### src/rtl/arb_pkg.sv
package arb_pkg;

    localparam int NUM_MASTERS = 2;

    typedef enum logic [1:0] {
        ARB_IDLE = 2'd0,
        ARB_M0   = 2'd1,
        ARB_M1   = 2'd2
    } arb_state_e;

endpackage

### src/rtl/arb_owner_fsm.sv
module arb_owner_fsm
    import arb_pkg::*;
(
    input  logic                   clk_i,
    input  logic                   rst_i,
    input  logic [NUM_MASTERS-1:0] req_i,
    output logic [NUM_MASTERS-1:0] grant_o
);

    arb_state_e state_q, state_d;
    logic       last_m1_q;   // most recent owner was master 1
    logic       last_m1_d;

    // state register
    always_ff @(posedge clk_i) begin
        if (rst_i) begin
            state_q   <= ARB_IDLE;
            last_m1_q <= 1'b1;
        end else begin
            state_q   <= state_d;
            last_m1_q <= last_m1_d;
        end
    end

    // next state
    always_comb begin
        state_d   = state_q;
        last_m1_d = last_m1_q;
        unique case (state_q)
            ARB_IDLE: begin
                if (req_i[0] && req_i[1]) begin
                    state_d = last_m1_q ? ARB_M0 : ARB_M1;
                end else if (req_i[0]) begin
                    state_d = ARB_M0;
                end else if (req_i[1]) begin
                    state_d = ARB_M1;
                end
            end
            ARB_M0: begin
                if (!req_i[0]) begin
                    state_d = req_i[1] ? ARB_M1 : ARB_IDLE;
                end
            end
            ARB_M1: begin
                if (!req_i[1]) begin
                    state_d = req_i[0] ? ARB_M0 : ARB_IDLE;
                end
            end
            default: state_d = ARB_IDLE;
        endcase
        if (state_d == ARB_M0) last_m1_d = 1'b0;
        if (state_d == ARB_M1) last_m1_d = 1'b1;
    end

    // outputs
    always_comb begin
        grant_o = '0;
        unique case (state_q)
            ARB_IDLE: grant_o = '0;
            ARB_M0:   grant_o = 2'b01;
            ARB_M1:   grant_o = 2'b10;
            default:  grant_o = '0;
        endcase
    end


    grant_onehot_chk: assert property (@(posedge clk_i) disable iff (rst_i)
        $onehot0(grant_o));


    hold_m0_chk: assert property (@(posedge clk_i) disable iff (rst_i)
        (grant_o[0] && req_i[0]) |=> grant_o[0]);


    hold_m1_chk: assert property (@(posedge clk_i) disable iff (rst_i)
        (grant_o[1] && req_i[1]) |=> grant_o[1]);


    handover_chk: assert property (@(posedge clk_i) disable iff (rst_i)
        (grant_o[0] && !req_i[0] && req_i[1]) |=> grant_o[1]);


    tie_chk: assert property (@(posedge clk_i) disable iff (rst_i)
        (grant_o == 2'b00 && req_i == 2'b11) |=> $countones(grant_o) == 1);


    release_chk: assert property (@(posedge clk_i) disable iff (rst_i)
        (grant_o != 2'b00 && req_i == 2'b00) |=> grant_o == 2'b00);

endmodule

### src/rtl/arb_req_mux.sv
module arb_req_mux
    import arb_pkg::*;
#(
    parameter int ADDR_W = 32,
    parameter int DATA_W = 32,
    localparam int SEL_W = DATA_W / 8
) (
    input  logic [NUM_MASTERS-1:0]             grant_i,
    input  logic [NUM_MASTERS-1:0]             cyc_i,
    input  logic [NUM_MASTERS-1:0]             stb_i,
    input  logic [NUM_MASTERS-1:0]             we_i,
    input  logic [NUM_MASTERS-1:0][ADDR_W-1:0] adr_i,
    input  logic [NUM_MASTERS-1:0][DATA_W-1:0] dat_i,
    input  logic [NUM_MASTERS-1:0][SEL_W-1:0]  sel_i,
    output logic                               cyc_o,
    output logic                               stb_o,
    output logic                               we_o,
    output logic [ADDR_W-1:0]                  adr_o,
    output logic [DATA_W-1:0]                  dat_o,
    output logic [SEL_W-1:0]                   sel_o
);

    always_comb begin
        cyc_o = 1'b0;
        stb_o = 1'b0;
        we_o  = 1'b0;
        adr_o = '0;
        dat_o = '0;
        sel_o = '0;
        for (int i = 0; i < NUM_MASTERS; i++) begin
            cyc_o = cyc_o | (grant_i[i] & cyc_i[i]);
            stb_o = stb_o | (grant_i[i] & stb_i[i]);
            we_o  = we_o  | (grant_i[i] & we_i[i]);
            adr_o = adr_o | (adr_i[i] & {ADDR_W{grant_i[i]}});
            dat_o = dat_o | (dat_i[i] & {DATA_W{grant_i[i]}});
            sel_o = sel_o | (sel_i[i] & {SEL_W{grant_i[i]}});
        end
    end

endmodule

### src/rtl/arb_resp_route.sv
module arb_resp_route
    import arb_pkg::*;
#(
    parameter int DATA_W = 32
) (
    input  logic [NUM_MASTERS-1:0]             grant_i,
    input  logic                               ack_i,
    input  logic [DATA_W-1:0]                  dat_i,
    output logic [NUM_MASTERS-1:0]             ack_o,
    output logic [NUM_MASTERS-1:0][DATA_W-1:0] dat_o
);

    for (genvar g = 0; g < NUM_MASTERS; g++) begin : g_route
        assign ack_o[g] = ack_i & grant_i[g];
        assign dat_o[g] = dat_i & {DATA_W{grant_i[g]}};
    end

endmodule

### src/rtl/bus_arb2.sv
module bus_arb2
    import arb_pkg::*;
#(
    parameter int ADDR_W = 32,
    parameter int DATA_W = 32,
    localparam int SEL_W = DATA_W / 8
) (
    input  logic              clk_i,
    input  logic              rst_i,
    input  logic              m0_cyc_i,
    input  logic              m0_stb_i,
    input  logic              m0_we_i,
    input  logic [ADDR_W-1:0] m0_adr_i,
    input  logic [DATA_W-1:0] m0_dat_w_i,
    input  logic [SEL_W-1:0]  m0_sel_i,
    output logic              m0_ack_o,
    output logic [DATA_W-1:0] m0_dat_r_o,
    input  logic              m1_cyc_i,
    input  logic              m1_stb_i,
    input  logic              m1_we_i,
    input  logic [ADDR_W-1:0] m1_adr_i,
    input  logic [DATA_W-1:0] m1_dat_w_i,
    input  logic [SEL_W-1:0]  m1_sel_i,
    output logic              m1_ack_o,
    output logic [DATA_W-1:0] m1_dat_r_o,
    output logic              bus_cyc_o,
    output logic              bus_stb_o,
    output logic              bus_we_o,
    output logic [ADDR_W-1:0] bus_adr_o,
    output logic [DATA_W-1:0] bus_dat_w_o,
    output logic [SEL_W-1:0]  bus_sel_o,
    input  logic              bus_ack_i,
    input  logic [DATA_W-1:0] bus_dat_r_i
);

    logic [NUM_MASTERS-1:0]             grant;
    logic [NUM_MASTERS-1:0]             cyc_v, stb_v, we_v, ack_v;
    logic [NUM_MASTERS-1:0][ADDR_W-1:0] adr_v;
    logic [NUM_MASTERS-1:0][DATA_W-1:0] datw_v, datr_v;
    logic [NUM_MASTERS-1:0][SEL_W-1:0]  sel_v;

    assign cyc_v  = {m1_cyc_i, m0_cyc_i};
    assign stb_v  = {m1_stb_i, m0_stb_i};
    assign we_v   = {m1_we_i,  m0_we_i};
    assign adr_v  = {m1_adr_i, m0_adr_i};
    assign datw_v = {m1_dat_w_i, m0_dat_w_i};
    assign sel_v  = {m1_sel_i, m0_sel_i};

    arb_owner_fsm u_fsm (
        .clk_i   (clk_i),
        .rst_i   (rst_i),
        .req_i   (cyc_v),
        .grant_o (grant)
    );

    arb_req_mux #(.ADDR_W(ADDR_W), .DATA_W(DATA_W)) u_mux (
        .grant_i (grant),
        .cyc_i   (cyc_v),
        .stb_i   (stb_v),
        .we_i    (we_v),
        .adr_i   (adr_v),
        .dat_i   (datw_v),
        .sel_i   (sel_v),
        .cyc_o   (bus_cyc_o),
        .stb_o   (bus_stb_o),
        .we_o    (bus_we_o),
        .adr_o   (bus_adr_o),
        .dat_o   (bus_dat_w_o),
        .sel_o   (bus_sel_o)
    );

    arb_resp_route #(.DATA_W(DATA_W)) u_route (
        .grant_i (grant),
        .ack_i   (bus_ack_i),
        .dat_i   (bus_dat_r_i),
        .ack_o   (ack_v),
        .dat_o   (datr_v)
    );

    assign m0_ack_o   = ack_v[0];
    assign m1_ack_o   = ack_v[1];
    assign m0_dat_r_o = datr_v[0];
    assign m1_dat_r_o = datr_v[1];


    idle_bus_quiet_chk: assert property (@(posedge clk_i) disable iff (rst_i)
        (grant == 2'b00) |-> (!bus_cyc_o && !bus_stb_o && bus_adr_o == '0));


    ack_route_chk: assert property (@(posedge clk_i) disable iff (rst_i)
        !(m0_ack_o && m1_ack_o));


    bus_cyc_owner_chk: assert property (@(posedge clk_i) disable iff (rst_i)
        bus_cyc_o |-> (grant[0] ? m0_cyc_i : m1_cyc_i));

endmodule

### config.mk
export PLATFORM = sky130hd
export DESIGN_NAME = bus_arb2
export DESIGN_NICKNAME = d
export VERILOG_FILES = /design/src/rtl/arb_pkg.sv /design/src/rtl/arb_owner_fsm.sv /design/src/rtl/arb_req_mux.sv /design/src/rtl/arb_resp_route.sv /design/src/rtl/bus_arb2.sv
export SDC_FILE = /design/constraint.sdc
export NUM_CORES = 1
export LEC_CHECK = 0
export CORE_AREA = 2 2 120 122
export CTS_CLUSTER_DIAMETER = 40
export DETAILED_ROUTE_END_ITERATION = 16
export DIE_AREA = 0 0 122 124
export SYNTH_ARGS = -nofsm -noshare
export SYNTH_HDL_FRONTEND = slang
export SYNTH_HIERARCHICAL = 1
export SYNTH_SLANG_ARGS = --single-unit
export TNS_END_PERCENT = 50
### constraint.sdc
create_clock -name clk_i -period 3 [get_ports clk_i]
set_input_delay 0.6 -clock clk_i [delete_from_list [all_inputs] [get_ports clk_i]]
set_output_delay 0.6 -clock clk_i [all_outputs]
set_load 0.005 [all_outputs]
After elaboration in Yosys (flattened, before gate mapping)
Cells that the tools add are included.
W data, S select, Z words.
{"block": "totals", "register_bits": 3, "inputBits": 177, "wordCells": 41}
{"block": "classes", "n_eq_ne": 4, "n_mux": 10, "bitwise": 22, "n_reduce_logical": 3}
{"op": "$and A32 B32 Y32", "count": 6}
{"op": "$or A32 B32 Y32", "count": 2}
{"op": "$mux W2", "count": 7}
{"op": "$and A1 B1 Y1", "count": 8}
{"op": "$and A4 B4 Y4", "count": 2}
{"op": "$pmux W2 S3", "count": 1}
{"op": "$eq A2 B1 Y1 const B", "count": 2}
{"op": "$eq A2 B2 Y1 const B", "count": 2}
{"op": "$or A4 B4 Y4", "count": 1}
{"op": "$pmux W2 S2", "count": 1}
{"op": "$or A1 B1 Y1", "count": 3}
{"op": "$logic_not A2 Y1", "count": 1}
{"op": "$reduce_or A2 Y1", "count": 1}
{"op": "$logic_and A1 B1 Y1", "count": 1}
{"op": "$mux W1", "count": 1}

Longest topological paths before layout
Gate-level depths: netlist of run 1.
{"block": "depth", "word_depth": 6, "depth_mapped": 4}

Cells and area by module
Netlist of run 1, hierarchy kept.
{"mod": "arb_req_mux", "instances": 1, "cells_per_inst": 87, "area_per_inst_um2": 803.3}
{"mod": "arb_resp_route", "instances": 1, "cells_per_inst": 72, "area_per_inst_um2": 471.7}
{"mod": "arb_owner_fsm", "instances": 1, "cells_per_inst": 16, "area_per_inst_um2": 150.1}

Worst setup path after synthesis of run 1
Ideal clock, no wire load.
{"block": "synth_path", "kind": "register to output", "startpoint": "reg u_fsm.state_q[0]", "endpoint": "out bus_dat_w_o[30]", "arrival_time_ps": 1134, "t_required_ps": 2400, "slack_ps": 1266, "stages_incl_launch_ff": 5, "n_path_buf": 2, "path_cell_list": "dfxtp_1 and2b_2 buf_6 buf_6 a22o_2"}
{"block": "synth_via", "elab_chain_cells": 4, "elab_cells_between_ends": 6, "cone_classes": "2 x eq/ne; 1 x mux; 3 x bitwise"}
{"element": "start: declaration", "line": "arb_owner_fsm.sv:10", "rtl": "arb_state_e state_q, state_d;"}
{"element": "start signal: assignment", "line": "arb_owner_fsm.sv:20", "rtl": "state_q <= state_d;"}
{"element": "$eq A2 B2 Y1 or $eq A2 B1 Y1 (tied branches)", "line": "arb_owner_fsm.sv:58", "rtl": "unique case (state_q)"}
{"element": "$pmux W2 S2 (*)", "line": "arb_owner_fsm.sv:58"}
{"element": "named net grant[1]", "line": "bus_arb2.sv:36", "rtl": "logic [NUM_MASTERS-1:0] grant;"}
{"element": "$and A32 B32 Y32 (*)", "line": "arb_req_mux.sv:35", "rtl": "dat_o = dat_o | (dat_i[i] & {DATA_W{grant_i[i]}});"}
{"element": "$or A32 B32 Y32 (*)", "line": "arb_req_mux.sv:35"}
{"element": "end: declaration", "line": "bus_arb2.sv:30", "rtl": "output logic [DATA_W-1:0] bus_dat_w_o,"}
The timed path passes the listed nets; every way through them passes the cells marked *.

Worst setup path in the final report of run 1
{"block": "layout_path", "startpoint": "reg u_fsm.state_q[0]", "endpoint": "out bus_dat_w_o[6]"}
The elaborated chain is that of the path after synthesis.

==> results_dict.tcl, run 1 <==
set metrics [dict create \
    status "completed" \
    cp_max_fo 104 \
    total_power_mw 0.884 \
    finalCoreUtilization 0.343 \
    register_area_um2 60.1 \
    hpwlAfterDp_um 8170 \
    fill_cells 1417 \
    path_clk_slew_ns 0.03 \
    synth_area_per_cell_um2 8.14 \
    drc_errors 0 \
    initial_core_util 0.104 \
    path_delay_family "buffers and inverters" \
    arrival_ns 2.04 \
    peakVddDrop_mv 0.226 \
    layout-drive-gt1-share 0.0698 \
    multi_input_area_um2 1150 \
    cpPeakStageDelay_ns 0.51 \
    grt_first_pass_wirelength_um 13100 \
    worstPathRequired_ns 2.40 \
    yosys.cell_types.count 15 \
    yosys-top-cells-area "a22o_1 43%, and2_1 19%, buf_6 13%" \
    leakagePower_nw 1.75 \
    critPathKind "reg -> out" \
    clk_latency_ns 0.23 \
    io_buffers 313 \
    first_pass_iters 4 \
    end_kind "primary output" \
    track_usage 0.109 \
    hp-start "u_fsm/last_m1_q$_SDFFE_PP1N_" \
    syn_nets 352 \
    yosys.area.top_type "a22o_1" \
    hold_end "u_fsm/last_m1_q$_SDFFE_PP1N_" \
    ant_nets 0 \
    fin_crit_sh 0.880 \
    powerDensity_nw_per_um2 188 \
    vias 2589 \
    htree_levels 1 \
    viasPerCell 3.96 \
    final_cells 654 \
    place_congestion 0.775 \
    synth.ff_latch_count 3 \
    layout_common_cells "313 x clkdlybuf4s50_1, 70 x a22o_1, 43 x and2_1" \
    antenna_found_initial 1 \
    crit_slowest_cell "clkdlybuf4s50_1" \
    die_width_um 122 \
    rsz0062_at_grt "false" \
    wl_per_cell_um 15.1 \
    final_nets 651 \
    critical_path_buf_inv_count 2 \
    core_area_um2 13700 \
    worst_setup_path_start_kind "register" \
    design.portCount 314 \
    die_y_um 124 \
    yosys.area.top_type_share 0.430 \
    first_global_vias 2495 \
    setup_viol 0 \
    yosysSeqAreaShare 0.0421 \
    reg2reg_to "u_fsm/last_m1_q$_SDFFE_PP1N_" \
    timing.fmax_mhz 379 \
    finalWirelength_um 9910 \
    grt_max_degree 105 \
    syn-instance-count 175 \
    crit-reg2reg-launch "u_fsm/state_q[0]$_SDFF_PP0_" \
    hold_path_depth 2 \
    hp-class "reg -> reg" \
    cts.sinks 3 \
    cts_tree "yes" \
    yosys_warnings 6 \
    overflow 0 \
    tightest_slew_ns 0.467 \
    postCtsHoldBufs 0 \
    drt_iter0_markers 65 \
    setup_tns_ns 0 \
    row_count 43 \
    cts.path.max_buffers 2 \
    slew_viol_final 0 \
    path_cells "and2b_2, buf_12, a22o_1, clkdlybuf4s50_1" \
    hold_viol_final 0 \
    final_common_cell "clkdlybuf4s50_1" \
    timing.reg2reg.setup_slack_ns 2.06 \
    netlist_area_um2 1430 \
    cap_viol_max_count 0 \
    cts_root_buf "clkbuf_16" \
    postCtsSetupRepairBufs 0 \
    postCtsResizedCells 0 \
    synthToLayoutAreaGrowth_pct 230 \
    max_slew_margin 0.688 \
    dieArea_um2 15100 \
    fin_crit_ns 2.64 \
    clock-skew-final_ns 0.00244 \
    cts_buffers 3 \
    dp_cells 649 \
    r2r_cells 3 \
]
[routing by layer]
metal	share of wire	routed length [µm]	GRT usage	vias to the layer above
li1	-	-	-	1255
met1	0.35	3500	0.117	1169
met2	0.53	5250	0.214	160
met3	0.11	1050	0.0284	5
met4	0.010	104	0.0180	0
met5	0	0	0	-
[stage by stage]
step,cell area [µm²],setup WS [ns],hold WS [ns]
after detailed placement,4620,0.590,0.534
final,4700,0.361,0.544
after global routing,4700,0.283,0.589
after floorplan,1430,1.27,0.511
after CTS,4700,0.368,0.540
after global placement,4620,0.578,0.524
[kinds of logic after synthesis]
| group | after synthesis | synth area share |
|---|---|---|
| buf+inv | 22 | 0.147 |
| compound gates | 77 | 0.466 |
| flops | 3 | 0.0421 |
| simple gates | 73 | 0.344 |
[cell usage after synthesis, drive strengths merged]
library cell  number
a22o              71
and2              66
buf               16
clkbuf             6
dfxtp              3
a21o               2
and2b              2
and3b              2
nor2               2
o21ai              2
o22ai              2
nor2b              1
[sequential cells by signal, summed over array words and instances, names as in the netlist]
| signal | count |
|---|---|
| u_fsm/state_q | 2 |
| u_fsm/last_m1_q | 1 |
[power by group]
group | switching [mW] | internal [mW]
Clock | 0.0384 | 0.176
Sequential | 0.00361 | 0.0431
Combinational | 0.175 | 0.449
Total | 0.217 | 0.668
[worst min-delay path: stages, from the launching register on]
cell     delay (ns)
dfxtp_1        0.33
a21o_1         0.09
a21o_1         0.09
[worst max path at each step]
stage,startpoint,to,slack [ns],depth (start not counted)
CTS,u_fsm/state_q[0]$_SDFF_PP0_,bus_dat_w_o[3],0.37,4
global route,u_fsm/state_q[0]$_SDFF_PP0_,bus_dat_w_o[4],0.28,4
floorplan,u_fsm/state_q[0]$_SDFF_PP0_,bus_dat_w_o[30],1.27,4
global placement,m0_cyc_i,bus_cyc_o,0.58,3
finish,u_fsm/state_q[0]$_SDFF_PP0_,bus_dat_w_o[6],0.36,4
detailed placement,m0_cyc_i,bus_cyc_o,0.59,3
[final cells by class]
type                            instances  area share
Tap cell                              180      0.0479
Clock buffer                            4      0.0168
Antenna cell                            1    0.000532
Timing Repair Buffer                  316       0.676
Sequential cell                         3      0.0128
Multi-Input combinational cell        150       0.246
Note: power is estimated with default switching activity, not from simulation.
==> run 2: changes to the inputs <==
GPL_ROUTABILITY_DRIVEN = 0   (was unset)
==> results of run 2 <==
The final DEF is identical to that of run 1; final timing and power are the same.
==> run 3: changes to the inputs <==
CORE_AREA = 2 2 123 125   (was 2 2 120 122)
DIE_AREA = 0 0 125 127   (was 0 0 122 124)
clock period = 2.74 ns   (was 3 ns; I/O delays follow)
==> results_dict.tcl, run 3 (same netlist as run 1, synthesis figures left out) <==
set metrics [dict create \
    layout_common_cells "313 x clkdlybuf4s50_1, 70 x a22o_1, 43 x and2_1" \
    reg_top3 "u_fsm/state_q (2), u_fsm/last_m1_q (1)" \
    clk_latency_ns 0.22 \
    htree_levels 1 \
    tightest_slew_ns 0.411 \
    seqPwrFrac 0.053 \
    first_global_vias 2695 \
    core_area_um2 14400 \
    grt_first_pass_wirelength_um 14900 \
    cts.path.max_buffers 2 \
    arrival_ns 2.01 \
    overflow 0 \
    power.internal_mw 0.731 \
    hp-class "reg -> reg" \
    vias 2603 \
    finalCoreUtilization 0.326 \
    hpwlAfterDp_um 8620 \
    wl_per_cell_um 15.7 \
    final_cells 656 \
    first_pass_iters 4 \
    grt_max_degree 105 \
    pre_cts_ws_ns 0.386 \
    total_power_mw 0.974 \
    dp_cells 652 \
    status "completed" \
    postCtsSetupRepairBufs 0 \
    cap_viol_max_count 0 \
    path_clk_slew_ns 0.03 \
    initial_core_util 0.0988 \
    peakVddDrop_mv 0.219 \
    viasPerCell 3.97 \
    dieArea_um2 15900 \
    critPathKind "reg -> out" \
    fill_cells 1508 \
    largest_reg_flops 2 \
    dpl-instance-area_um2 4620 \
    worst_setup_path_start_kind "register" \
    postCtsHoldBufs 0 \
    layout-drive-gt1-share 0.0678 \
    cts_tree "yes" \
    worstPathRequired_ns 2.19 \
    switching_share 0.250 \
    ant_nets 0 \
    clock-skew-final_ns 0.00164 \
    timing.fmax_mhz 391 \
    leakagePower_nw 1.75 \
    end_kind "primary output" \
    die_width_um 125 \
    setup_tns_ns 0 \
    postCtsResizedCells 0 \
    hold_viol_final 0 \
    powerDensity_nw_per_um2 207 \
    finalWirelength_um 10300 \
    timing.reg2reg.setup_slack_ns 1.79 \
    cp_max_fo 104 \
    drt_iter0_markers 63 \
    cts.sinks 3 \
    rsz0062_at_grt "false" \
    pwr-share-comb 0.709 \
    antenna_found_initial 0 \
    cts_buffers 3 \
    final_common_cell "clkdlybuf4s50_1" \
    power.switching_mw 0.243 \
    die_y_um 127 \
    synthToLayoutAreaGrowth_pct 230 \
    slew_viol_final 0 \
    io_buffers 313 \
    top_register "u_fsm/state_q" \
    fin_crit_sh 0.933 \
    power.share.clock 0.238 \
    track_usage 0.115 \
    hold_path_depth 2 \
    drc_errors 0 \
    r2r_cells 3 \
    fin_ws_ns 0.183 \
    final_nets 650 \
    diodes 0 \
    setup_viol 0 \
    design.portCount 314 \
    cts_root_buf "clkbuf_16" \
    fin_crit_ns 2.56 \
    max_slew_margin 0.726 \
    row_count 44 \
    whs_ns 0.555 \
    final_cell_area_um2 4700 \
]
==> run 3: changes by cell type in the layout (fill, tap and decap cells not counted) <==
cell / delta
buf_4: -1
diode_2: -1
==> run 3: final timing paths <==
check | startpoint | endpoint
max | u_fsm/state_q[0]$_SDFF_PP0_ | bus_dat_w_o[13]
min | u_fsm/last_m1_q$_SDFFE_PP1N_ | u_fsm/last_m1_q$_SDFFE_PP1N_
max reg2reg | u_fsm/state_q[1]$_SDFF_PP0_ | u_fsm/state_q[1]$_SDFF_PP0_
min reg2reg | u_fsm/last_m1_q$_SDFFE_PP1N_ | u_fsm/last_m1_q$_SDFFE_PP1N_
==> run 3: final cells by class <==
| type | count | area [µm²] | share of cell area |
|---|---|---|---|
| clock buffers | 4 | 78.8 | 0.0168 |
| multi-input cells | 150 | 1150 | 0.246 |
| flip-flops and latches | 3 | 60.1 | 0.0128 |
| well taps | 184 | 230 | 0.0490 |
| repair buffers | 315 | 3170 | 0.676 |
==> run 3: per-layer routing <==
metal	part of all wire	up-vias	global-route usage
li1	-	1252	-
met1	0.37	1165	0.121
met2	0.53	180	0.231
met3	0.090	6	0.0318
met4	0.0070	0	0.0170
met5	0	-	0
==> run 3: critical path: stages, from the launching register on <==
cell and delay [ns]:
dfxtp_1 0.43, and2b_2 0.21, buf_12 0.33, a22o_1 0.23, clkdlybuf4s50_1 0.55
==> run 3: power by group through the flow <==
| stage | Sequential [mW] | Combinational (mW) | Clock (mW) |
|---|---|---|---|
| 3_3_place_gp | 0.0512 | 0.689 | 0 |
| 5_1_grt | 0.0518 | 0.736 | 0.240 |
| 6_report | 0.0514 | 0.690 | 0.232 |
| 2_1_floorplan | 0.0508 | 0.201 | 0 |
| 4_1_cts | 0.0512 | 0.698 | 0.234 |
| 3_5_place_dp | 0.0518 | 0.695 | 0 |
